## src/rtl/gcd_pkg.sv

```systemverilog
package gcd_pkg;

  typedef enum logic [1:0] {
    ST_IDLE = 2'd0,
    ST_CALC = 2'd1,
    ST_DONE = 2'd2
  } gcd_state_t;

  // strobes from controller to datapath
  typedef struct packed {
    logic load;
    logic swap;
    logic sub;
  } gcd_strobe_t;

endpackage

```

## src/rtl/gcd_queue.sv

```systemverilog
module gcd_queue #(
  parameter int DW    = 64,
  parameter int DEPTH = 4
) (
  input  logic          clk,
  input  logic          rst,
  input  logic          enqValid,
  output logic          enqReady,
  input  logic [DW-1:0] enqData,
  output logic          deqValid,
  input  logic          deqReady,
  output logic [DW-1:0] deqData
);
  localparam int AW = (DEPTH > 1) ? $clog2(DEPTH) : 1;

  logic [DW-1:0] slots [DEPTH];
  logic [AW-1:0] wPtr, rPtr;
  logic          isFull;
  logic          isEmpty;
  logic          doEnq, doDeq;

  assign isEmpty  = (wPtr == rPtr) && !isFull;
  assign enqReady = !isFull;
  assign deqValid = !isEmpty;
  assign deqData  = slots[rPtr];
  assign doEnq    = enqValid && !isFull;
  assign doDeq    = deqReady && !isEmpty;

  always_ff @(posedge clk) begin
    if (doEnq) slots[wPtr] <= enqData;
  end

  always_ff @(posedge clk) begin
    if (rst) begin
      wPtr   <= '0;
      rPtr   <= '0;
      isFull <= 1'b0;
    end else begin
      if (doEnq) wPtr <= wPtr + AW'(1);
      if (doDeq) rPtr <= rPtr + AW'(1);
      if (doEnq && !doDeq && ((wPtr + AW'(1)) == rPtr))
        isFull <= 1'b1;
      else if (doDeq && !doEnq)
        isFull <= 1'b0;
    end
  end

  // head entry held while not taken
  a_r3_head_hold: assert property (@(posedge clk) disable iff (rst)
    (deqValid && !deqReady) |=> (deqValid && $stable(deqData)));

  // queue comes out of reset empty with space
  a_r5_reset_empty: assert property (@(posedge clk) disable iff (rst)
    $fell(rst) |-> (!deqValid && enqReady));

endmodule

```

## src/rtl/gcd_engine_dp.sv

```systemverilog
module gcd_engine_dp
  import gcd_pkg::*;
#(
  parameter int W = 32
) (
  input  logic        clk,
  input  logic        rst,
  input  gcd_strobe_t strb,
  input  logic [W-1:0] loadA,
  input  logic [W-1:0] loadB,
  output logic        bZero,
  output logic        aLtB,
  output logic [W-1:0] result
);
  logic [W-1:0] regA, regB;

  always_ff @(posedge clk) begin
    if (strb.load) begin
      regA <= loadA;
      regB <= loadB;
    end else if (strb.swap) begin
      regA <= regB;
      regB <= regA;
    end else if (strb.sub) begin
      regA <= regA - regB;
    end
  end

  assign bZero  = (regB == '0);
  assign aLtB   = (regA < regB);
  assign result = regA;

  // swap exchanges the operands
  a_r1_swap: assert property (@(posedge clk) disable iff (rst)
    (strb.swap && !strb.load) |=> (regA == $past(regB) && regB == $past(regA)));

  // subtraction never underflows
  a_r1_sub_order: assert property (@(posedge clk) disable iff (rst)
    (strb.sub && !strb.load && !strb.swap) |-> !aLtB);

endmodule

```

## src/rtl/gcd_engine_ctl.sv

```systemverilog
module gcd_engine_ctl
  import gcd_pkg::*;
(
  input  logic        clk,
  input  logic        rst,
  input  logic        reqValid,
  input  logic        respSpace,
  input  logic        bZero,
  input  logic        aLtB,
  output gcd_strobe_t strb,
  output logic        reqPop,
  output logic        respPush
);
  gcd_state_t state, stateNext;

  always_comb begin
    stateNext = state;
    strb      = '0;
    reqPop    = 1'b0;
    respPush  = 1'b0;
    unique case (state)
      ST_IDLE: begin
        if (reqValid && respSpace) begin
          strb.load = 1'b1;
          stateNext = ST_CALC;
        end
      end
      ST_CALC: begin
        if (bZero)     stateNext = ST_DONE;
        else if (aLtB) strb.swap = 1'b1;
        else           strb.sub  = 1'b1;
      end
      ST_DONE: begin
        respPush  = 1'b1;
        reqPop    = 1'b1;
        stateNext = ST_IDLE;
      end
      default: stateNext = ST_IDLE;
    endcase
  end

  always_ff @(posedge clk) begin
    if (rst) state <= ST_IDLE;
    else     state <= stateNext;
  end

  // a finished result always finds a free slot
  a_r4_no_drop: assert property (@(posedge clk) disable iff (rst)
    (state == ST_DONE) |-> respSpace);

  // a zero second operand ends the loop
  a_r1_finish: assert property (@(posedge clk) disable iff (rst)
    (state == ST_CALC && bZero) |=> (state == ST_DONE));

  // the request is retired only together with its result
  a_r2_pop_pair: assert property (@(posedge clk) disable iff (rst)
    reqPop |-> (respPush && reqValid));

endmodule

```

## src/rtl/gcd_buffered.sv

```systemverilog
module gcd_buffered #(
  parameter int W     = 32,
  parameter int DEPTH = 4
) (
  input  logic         clk,
  input  logic         rst,
  input  logic         inValid,
  output logic         inReady,
  input  logic [W-1:0] inA,
  input  logic [W-1:0] inB,
  output logic         outValid,
  input  logic         outReady,
  output logic [W-1:0] outGcd
);
  import gcd_pkg::*;

  localparam int REQ_W = 2 * W;

  logic [REQ_W-1:0] reqHead;
  logic             reqValid, reqPop;
  logic             respSpace, respPush;
  logic             bZero, aLtB;
  logic [W-1:0]     engResult;
  gcd_strobe_t      strb;

  gcd_queue #(.DW(REQ_W), .DEPTH(DEPTH)) u_reqQ (
    .clk(clk), .rst(rst),
    .enqValid(inValid), .enqReady(inReady), .enqData({inA, inB}),
    .deqValid(reqValid), .deqReady(reqPop), .deqData(reqHead)
  );

  gcd_engine_ctl u_ctl (
    .clk(clk), .rst(rst),
    .reqValid(reqValid), .respSpace(respSpace),
    .bZero(bZero), .aLtB(aLtB),
    .strb(strb), .reqPop(reqPop), .respPush(respPush)
  );

  gcd_engine_dp #(.W(W)) u_dp (
    .clk(clk), .rst(rst), .strb(strb),
    .loadA(reqHead[REQ_W-1:W]), .loadB(reqHead[W-1:0]),
    .bZero(bZero), .aLtB(aLtB), .result(engResult)
  );

  gcd_queue #(.DW(W), .DEPTH(DEPTH)) u_respQ (
    .clk(clk), .rst(rst),
    .enqValid(respPush), .enqReady(respSpace), .enqData(engResult),
    .deqValid(outValid), .deqReady(outReady), .deqData(outGcd)
  );

  // an offered result is not withdrawn
  a_r3_out_hold: assert property (@(posedge clk) disable iff (rst)
    (outValid && !outReady) |=> outValid);

endmodule

```

## config.mk

```make
export PLATFORM = sky130hd
export DESIGN_NAME = gcd_buffered
export DESIGN_NICKNAME = d
export VERILOG_FILES = /design/src/rtl/gcd_pkg.sv /design/src/rtl/gcd_queue.sv /design/src/rtl/gcd_engine_dp.sv /design/src/rtl/gcd_engine_ctl.sv /design/src/rtl/gcd_buffered.sv
export SDC_FILE = /design/constraint.sdc
export NUM_CORES = 1
export LEC_CHECK = 0
export BUFFER_PORTS_ARGS = -buffer_cell sky130_fd_sc_hd__clkbuf_2
export CAP_MARGIN = 20
export CORE_ASPECT_RATIO = 1.75
export CORE_MARGIN = 2
export CORE_UTILIZATION = 37
export DETAILED_ROUTE_END_ITERATION = 7
export PLACE_DENSITY = 0.51
export SETUP_SLACK_MARGIN = 0.2
export SYNTH_ARGS = -nofsm -noshare
export SYNTH_HDL_FRONTEND = slang
export SYNTH_HIERARCHICAL = 1
export SYNTH_SLANG_ARGS = --single-unit
```

## constraint.sdc

```tcl
create_clock -name clk -period 4.85 [get_ports clk]
set_input_delay 0.485 -clock clk [delete_from_list [all_inputs] [get_ports clk]]
set_output_delay 0.485 -clock clk [all_outputs]
set_load 0.005 [all_outputs]
```

# Word level (Yosys, flattened, before mapping)
# Memories as Yosys holds them, arrays and structs flattened. A register that Yosys moved wholly into a read port is not among the register bits.
# Index checks and enable logic that the tools add are counted.
dict set report classes {
  eq_ne 8
  magnitude_cmp 1
  n_reduce_logical 28
  n_addsub 5
  n_mux 27
}
# op count
set op_table {}
lappend op_table {{32-bit two-way mux} 5}
lappend op_table {{32-bit zero test} 1}
lappend op_table {{32-bit < comparator} 1}
lappend op_table {{32-bit subtractor} 1}
lappend op_table {{2-bit two-way mux} 8}
lappend op_table {{1-bit logical AND} 13}
lappend op_table {{1-bit two-way mux} 13}
lappend op_table {{2-bit by 1-bit adder with 2-bit output, second input constant} 4}
lappend op_table {{2-bit == test} 4}
lappend op_table {{1-bit zero test} 8}
lappend op_table {{2-bit nonzero test} 3}
lappend op_table {{2-bit one-hot mux with 2 select lines} 1}
lappend op_table {{3-bit nonzero test} 1}
lappend op_table {{2-bit by 1-bit == test with 1-bit output, second input constant} 1}
lappend op_table {{2-bit == test, second input constant} 1}
lappend op_table {{2-bit zero test} 1}
lappend op_table {{2-bit by 1-bit inequality test with 1-bit output, second input constant} 1}
lappend op_table {{2-bit inequality test, second input constant} 1}
lappend op_table {{2-bit AND reduction} 1}
dict set report totals {
  n_memories 2
  reg_bits 76
  ram_bits 384
}
# memory words word_bits read_ports rd_ports_with_merged_regs write_ports line_no
set memory_table {}
lappend memory_table {u_reqQ.slots 4 64 1 1 1 gcd_queue.sv:16} ;# logic [DW-1:0] slots [DEPTH];
lappend memory_table {u_respQ.slots 4 32 1 1 1 gcd_queue.sv:16}

# Depth between registers and ports, before layout
# Gate-level depths: netlist of the first run.
dict set report depth {
  word_depth 8
  depth_mapped 17
  depth_no_buf 15
}

# Modules after synthesis
# The synthesis of the first run kept the hierarchy.
# module cells_each seq_area_each_um2 area_per_inst_um2 n_inst
set by_module_without_submodules {}
lappend by_module_without_submodules {{gcd_queue at u_reqQ} 375 7827.5 9684.3 1}
lappend by_module_without_submodules {{gcd_queue at u_respQ} 208 3983.8 4999.8 1}
lappend by_module_without_submodules {gcd_engine_dp 489 1921.8 4855.9 1}
lappend by_module_without_submodules {gcd_engine_ctl 12 40.0 126.4 1}

# Worst setup path before layout of the first run
# No wires, ideal clock.
dict set report synth_timing {
  path_kind {flip-flop to flip-flop}
  from {reg u_dp.regA[21] (netlist: u_dp/result[21])}
  to {reg u_dp.regA[29] (netlist: u_dp/result[29]) (data pin)}
  arrival_time_ns 4.084
  stages_incl_launch_ff 16
  n_path_buf 2
  synth_period_minus_slack_ns 4.389
  required_time_ns 4.545
  setup_ns 0.305
  path_slack_ns 0.461
  path_cell_list {edfxtp_1 ha_1 a21oi_1 o21ai_1 a2111oi_2 nor2_1 o21a_1 a31oi_2 nor2_1 a211oi_1 nor4bb_1 clkbuf_1 clkbuf_1 nor2_1 inv_1 o221ai_1}
}
# element line_no
set synth_rtl {}
lappend synth_rtl {{start, declared} gcd_engine_dp.sv:15} ;# logic [W-1:0] regA, regB;
lappend synth_rtl {{start signal, assigned} gcd_engine_dp.sv:19} ;# regA <= loadA;
lappend synth_rtl {{start signal, assigned} gcd_engine_dp.sv:22} ;# regA <= regB;
lappend synth_rtl {{start signal, assigned} gcd_engine_dp.sv:25} ;# regA <= regA - regB;

==> results of run 1 <==
through the flow:
stage          hold slack [ns]  setup WS (ns)  cells
6_report                 0.142          0.598   1925
5_1_grt                  0.122          0.282   1925
4_1_cts                  0.108          0.391   1925
3_5_place_dp             0.517          0.430   1849
3_3_place_gp             0.499          0.574   1849
2_1_floorplan            0.482          0.461   1084
cell usage in the layout, fill, tap and decap left out, types with 12 or more instances in the layout:
cell | synthesis | layout
nand2_1 | 59 | 59
xor2_1 | 18 | 18
mux2_2 | 54 | 54
dfxtp_1 | 16 | 13
nor2_1 | 24 | 24
a31oi_1 | 13 | 13
edfxtp_1 | 448 | 448
clkbuf_16 | 0 | 43
a21o_1 | 14 | 14
inv_1 | 48 | 48
buf_4 | 1 | 24
ha_1 | 40 | 40
mux4_2 | 92 | 92
clkbuf_2 | 1 | 101
a21oi_1 | 30 | 30
xnor2_1 | 16 | 16
o21ai_1 | 12 | 12
o21ai_0 | 33 | 33
registers in the layout, summed over array words and instances, names as in the netlist, named ones only:
register	flops
u_reqQ/isFull	1
u_respQ/wPtr	2
u_dp/regB	32
u_reqQ/rPtr	2
u_respQ/isFull	1
u_ctl/state	2
u_reqQ/wPtr	2
u_respQ/slots	128
u_respQ/rPtr	2
u_reqQ/slots	256
u_dp/result	32
cell families (layout without fill, tap and decap cells):
| family | Yosys count | after routing |
|---|---|---|
| flip-flops | 464 | 464 |
| multiplexers | 156 | 156 |
| AND/OR/NAND/NOR | 156 | 156 |
| AO/OA/AOI/OAI | 145 | 145 |
| buffers and inverters | 88 | 251 |
| adder cells (fa/ha/maj) | 41 | 41 |
| XOR/XNOR | 34 | 34 |
repair_timing:
action | 4_1_cts | 5_1_grt
hold buffers | 0 | 0
resized for setup | 0 | 1
endpoints found under the setup margin | 0 | 21
how the worst min path moves through the flow:
stage                                to  slack [ns]  cells past startpoint
CTS                 u_reqQ/slots[1][62]        0.11                      1
global route        u_reqQ/slots[2][30]        0.12                      1
detailed placement  u_respQ/slots[2][0]        0.52                      0
floorplan           u_respQ/slots[0][0]        0.48                      0
global placement    u_respQ/slots[2][0]        0.50                      0
finish              u_reqQ/slots[3][62]        0.14                      1
power breakdown:
| group | switching (W) | leakage, nW | internal [W] |
|---|---|---|---|
| clock network | 0.00143 | 0.678 | 0.00191 |
| logic | 0.00214 | 2.59 | 0.00162 |
| registers | 0.000447 | 4.25 | 0.00523 |
cell type report:
| cell class | count | area, sq um |
|---|---|---|
| Fill cell | 4710 | 30200 |
| Sequential cell | 464 | 13800 |
| Multi-Input combinational cell | 532 | 5430 |
| Clock buffer | 51 | 1120 |
| Tap cell | 678 | 848 |
| Timing Repair Buffer | 127 | 717 |
| Clock inverter | 25 | 269 |
| Inverter | 48 | 180 |
layer usage:
layer	global-route usage [%]	part of all wire [%]
met3	2.54	4.0
met2	27.7	51
met1	19.9	42
met4	5.31	3.0
met5	0	0
worst reg2reg max path, cell delays in order, from the launching register on:
cell       delay, ns
edfxtp_1        0.43
inv_1           0.10
ha_1            0.18
fa_1            0.23
nor2b_1         0.08
o2111ai_1       0.32
a211oi_1        0.20
o211ai_1        0.41
nand3b_1        0.16
a31oi_2         0.23
nor2_1          0.08
a211oi_1        0.29
nor4bb_4        0.45
buf_6           0.37
o21ai_0         0.19
mux2_2          0.29
==> out/results.tsv, run 1 <==
metric	value	unit
status	finished, final reports clean	
ir_drop	249	uV
fp.coreArea	0.0525	sq mm
core.rowCount	111	
synth-main-ff-cell	edfxtp_1	
die_width	178	um
crit_arrival	4.56	ns
synthAdderAreaFrac	2.65	%
hpwlAfterDp	28.6	mm
period_needed	4.25	ns
via_count	9955	
drt-wirelength-per-cell	22.0	um
clock-sinks	464	
yosys.area.top_type_share	68.4	%
antenna_found_initial	0	
slowest_delay	0.45	ns
total_power	0.0128	W
crit_start	u_dp/result[0]	
first_pass_iters	5	
fmax	235	MHz
clk_pin_slew	0.06	ns
min_from	inA[30]	
r2r_cells	15	
tns	0	ns
cp_top_family	compound AO/OA/AOI/OAI gates	
maxCapViolations	0	
die_h	309	um
htreeDepth	2	
num-nets-final	1325	
worstPathRequired	5.16	ns
yosys.cell_types.count	63	
portBuffers	101	
hp-class	input port to register	
yosys_warnings	6	
synth_seq_cells	464	
post_cts_buffers	0	
synth_most_common_cell	edfxtp_1	
num_io_pins	102	
criticalPathCategory	register to register	
drt-initial-drc-count	618	
syn_inst	1084	
cp-start-kind	register	
hold_viol	0	
setup_violations	0	
root_buffer	clkbuf_16	
via_per_inst	5.17	
place_area	0.0210	sq mm
cp_cell_sequence	inv_1 > ha_1 > fa_1 > nor2b_1 > o2111ai_1 > a211oi_1 > o211ai_1 > nand3b_1 > a31oi_2 > nor2_1 > a211oi_1 > nor4bb_4 > buf_6 > o21ai_0 > mux2_2	
synth_compound_area_share	4.87	%
areaGrowthSynthToFinish	13.6	%
final_util	42.6	%
wl	42.4	mm
synthXorXnorAreaFrac	1.51	%
cts_buffers	43	
initial_core_util	37.5	%
cp_slowest_cell	nor4bb_4	
tightest_slew	0.857	ns
overflow	0	
fin_crit_sh	87.7	%
r2r_end	u_dp/result[13]	
powerDensity	572	mW/mm^2
design_area	0.0223	sq mm
synth_edf_count	448	
fin_skew	0.0146	ns
worst-path-stages	15	
crit_end	u_dp/result[13]	
rsz0062_at_grt	false	
ys_async_sr_fraction	0	%
yosysTopAreaCell	edfxtp_1	
synth_area_per_cell	18.1	sq um
grt_max_degree	58	
maxSlewHeadroom	42.9	%
synthTopCellsByArea	edfxtp_1 68%, mux4_2 11%, mux2_2 3.1%, ha_1 2.5%, dfxtp_1 1.6%	
first_global_vias	10600	
diodes	0	
synth_top_family_by_area	multiplexers	
critical_path_buf_inv_count	2	
r2r_setup_slack	0.60	ns
globalRouteTotalUtil	15.8	%
p_leak	7.51	nW
clk_latency	0.56	ns
maxSlewViolCount	0	
route.detailed.drc	0	
cts_tree	built	
end_kind	register	
seq_area_frac_synth	70.0	%
cp_common_cell	a211oi_1	
r2r-start	u_dp/result[0]	
die_area	0.0551	sq mm
yosys-top-cells-count	448 x edfxtp_1, 92 x mux4_2, 59 x nand2_1	
layout-drive-gt1-share	28.7	%
syn_nets	1193	
synth-simple-area-share	4.00	%
crit_path_max_fanout	43	
place_congestion	0.896	
netlist_area	0.0197	sq mm
drtAntennaViolNets	0	
grt_pass1_wl	65.0	mm
cts_max_path_buffers	3	
muxShareOfSynthArea	14.5	%
Power figures use the tool's default switching activity.
==> inputs of run 2 (changes only) <==
- CTS_BUF_LIST: not set -> sky130_fd_sc_hd__clkbuf_2
==> out/results.tsv, run 2 (synthesis gave the netlist of run 1 again) <==
metric	value	unit	change
final_cell_mix	448 x edfxtp_1, 256 x clkbuf_2, 92 x mux4_2		was 448 x edfxtp_1, 101 x clkbuf_2, 92 x mux4_2
die_width	178	um	unchanged
core.rowCount	111		unchanged
crit_arrival	5.02	ns	was 4.56 ns
cp_cell_sequence	inv_1 > ha_1 > fa_1 > nor2b_1 > o2111ai_1 > a211oi_1 > o211ai_1 > nand3b_1 > a31oi_2 > nor2_1 > a211oi_1 > nor4bb_4 > buf_6 > o21ai_0 > mux2_2		unchanged
maxSlewHeadroom	42.9	%	about the same
largest_reg_flops	256		unchanged
cp_common_cell	a211oi_1		unchanged
tns	0	ns	unchanged
drt-wirelength-per-cell	20.5	um	was 22.0 um
top_layer	met4		unchanged
fin_skew	0.0764	ns	was 0.0146 ns
setup_slack	0.596	ns	was 0.598 ns
drt-initial-drc-count	585		was 618
die_h	309	um	unchanged
drtAntennaViolNets	0		unchanged
via_count	10600		was 9,955
cts_buffers	103		was 43
reg_top3	u_reqQ/slots x256, u_respQ/slots x128		unchanged
clock-sinks	464		unchanged
regMostFlops	u_reqQ/slots		unchanged
cp_top_family	compound AO/OA/AOI/OAI gates		unchanged
wl_met2	22.5	mm	was 21.8 mm
setup_violations	0		unchanged
maxSlewViolCount	0		unchanged
place_congestion	0.896		unchanged
critical_path_buf_inv_count	2		unchanged
preCtsSetupSlack	0.430	ns	unchanged
p_leak	7.86	nW	was 7.51 nW
overflow	0		unchanged
fp.coreArea	0.0525	sq mm	unchanged
num_io_pins	102		unchanged
route.detailed.drc	0		unchanged
status	finished, final reports clean		unchanged
areaGrowthSynthToFinish	15.0	%	was 13.6%
end_kind	register		unchanged
clk_pin_slew	0.11	ns	was 0.06 ns
die_area	0.0551	sq mm	unchanged
hpwlAfterDp	28.6	mm	unchanged
clk_latency	1.05	ns	was 0.56 ns
htreeDepth	3		was 2
post_cts_buffers	0		unchanged
tightest_slew	0.857	ns	about the same
fmax	235	MHz	about the same
first_pass_iters	5		unchanged
cp-start-kind	register		unchanged
root_buffer	clkbuf_2		was clkbuf_16
cts_tree	built		unchanged
criticalPathCategory	register to register		unchanged
maxCapViolations	0		unchanged
initial_core_util	37.5	%	unchanged
wl_met3	1.86	mm	was 1.71 mm
worstPathRequired	5.62	ns	was 5.16 ns
globalRouteTotalUtil	16.3	%	was 15.8%
grt_max_degree	58		unchanged
hp-class	input port to register		unchanged
fin_crit_sh	87.7	%	about the same
cp_slowest_cell	edfxtp_1		was nor4bb_4
first_global_vias	11400		was 10.6k
hold_viol	0		unchanged
via_per_inst	5.04		was 5.17
layout-drive-gt1-share	32.4	%	was 28.7%
slowest_delay	0.45	ns	about the same
period_needed	4.25	ns	about the same
cts_max_path_buffers	3		unchanged
met1Wirelength	17.7	mm	was 17.6 mm
ir_drop	231	uV	was 249 uV
rsz0062_at_grt	false		unchanged
grt_pass1_wl	66.5	mm	was 65.0 mm
num-nets-final	1454		was 1,325
layout_commonest_cell	edfxtp_1		unchanged
wl	43.1	mm	was 42.4 mm
portBuffers	101		unchanged
antenna_found_initial	2		was 0
fillers	4762		was 4,710
powerDensity	527	mW/mm^2	was 572 mW/mm^2
crit_path_max_fanout	43		unchanged
r2r_setup_slack	0.60	ns	about the same
==> run 2: cell types whose count changed in the layout (fill, tap and decap cells not counted), moves of 6 or more <==
cell / before / now
clkbuf_1: 7 / 0
clkbuf_16: 43 / 0
clkbuf_2: 101 / 256
clkinv_1: 8 / 18
clkinv_2: 8 / 2
dlygate4sd3_1: 0 / 69
==> run 2: final cells by class <==
cell class	instances	area, sq um	share of cell area, %
Antenna cell	2	5.00	0.0221
Clock buffer	155	776	3.43
Clock inverter	26	188	0.830
Inverter	48	180	0.797
Multi-Input combinational cell	532	5430	24.0
Sequential cell	464	13800	60.9
Tap cell	678	848	3.75
Timing Repair Buffer	196	1410	6.22
==> run 2: stage by stage <==
step | utilization (%) | total power [W] | cell area (sq um) | cells | hold WS, ns
3_5_place_dp | 39.9 | 0.00949 | 21000 | 1849 | 0.517
3_3_place_gp | 39.9 | 0.00943 | 21000 | 1849 | 0.499
2_1_floorplan | - | 0.00836 | 19700 | 1084 | 0.482
5_1_grt | 43.1 | 0.0127 | 22600 | 2101 | 0.0729
6_report | 43.1 | 0.0119 | 22600 | 2101 | 0.183
4_1_cts | 43.1 | 0.0121 | 22600 | 2099 | 0.0278
==> run 2: power breakdown <==
| group | switching [W] | leakage, nW | internal, W |
|---|---|---|---|
| Clock | 0.00145 | 0.731 | 0.00101 |
| Sequential | 0.000450 | 4.25 | 0.00522 |
| Combinational | 0.00214 | 2.88 | 0.00165 |
==> run 2: path summary, 6_finish.rpt <==
path / depth (start not counted) / end / start
setup reg to reg: 15 / u_dp/result[4] / u_dp/result[0]
hold reg to reg: 1 / u_ctl/state[1] / u_ctl/state[0]
hold / removal: 2 / u_reqQ/slots[1][15] / inB[15]
setup / recovery: 15 / u_dp/result[4] / u_dp/result[0]
==> run 2: repair_timing <==
item	in CTS	in global routing
endpoints found under the hold margin	272	0
endpoints found under the setup margin	0	22
resized for setup	0	1
hold buffers	69	0
==> run 2: layer usage <==
metal  GRT usage [%]  vias up
met5               0        -
met4            6.62        0
met1            19.4     5329
li1                -     4924
met2            28.8      265
met3            3.21       66
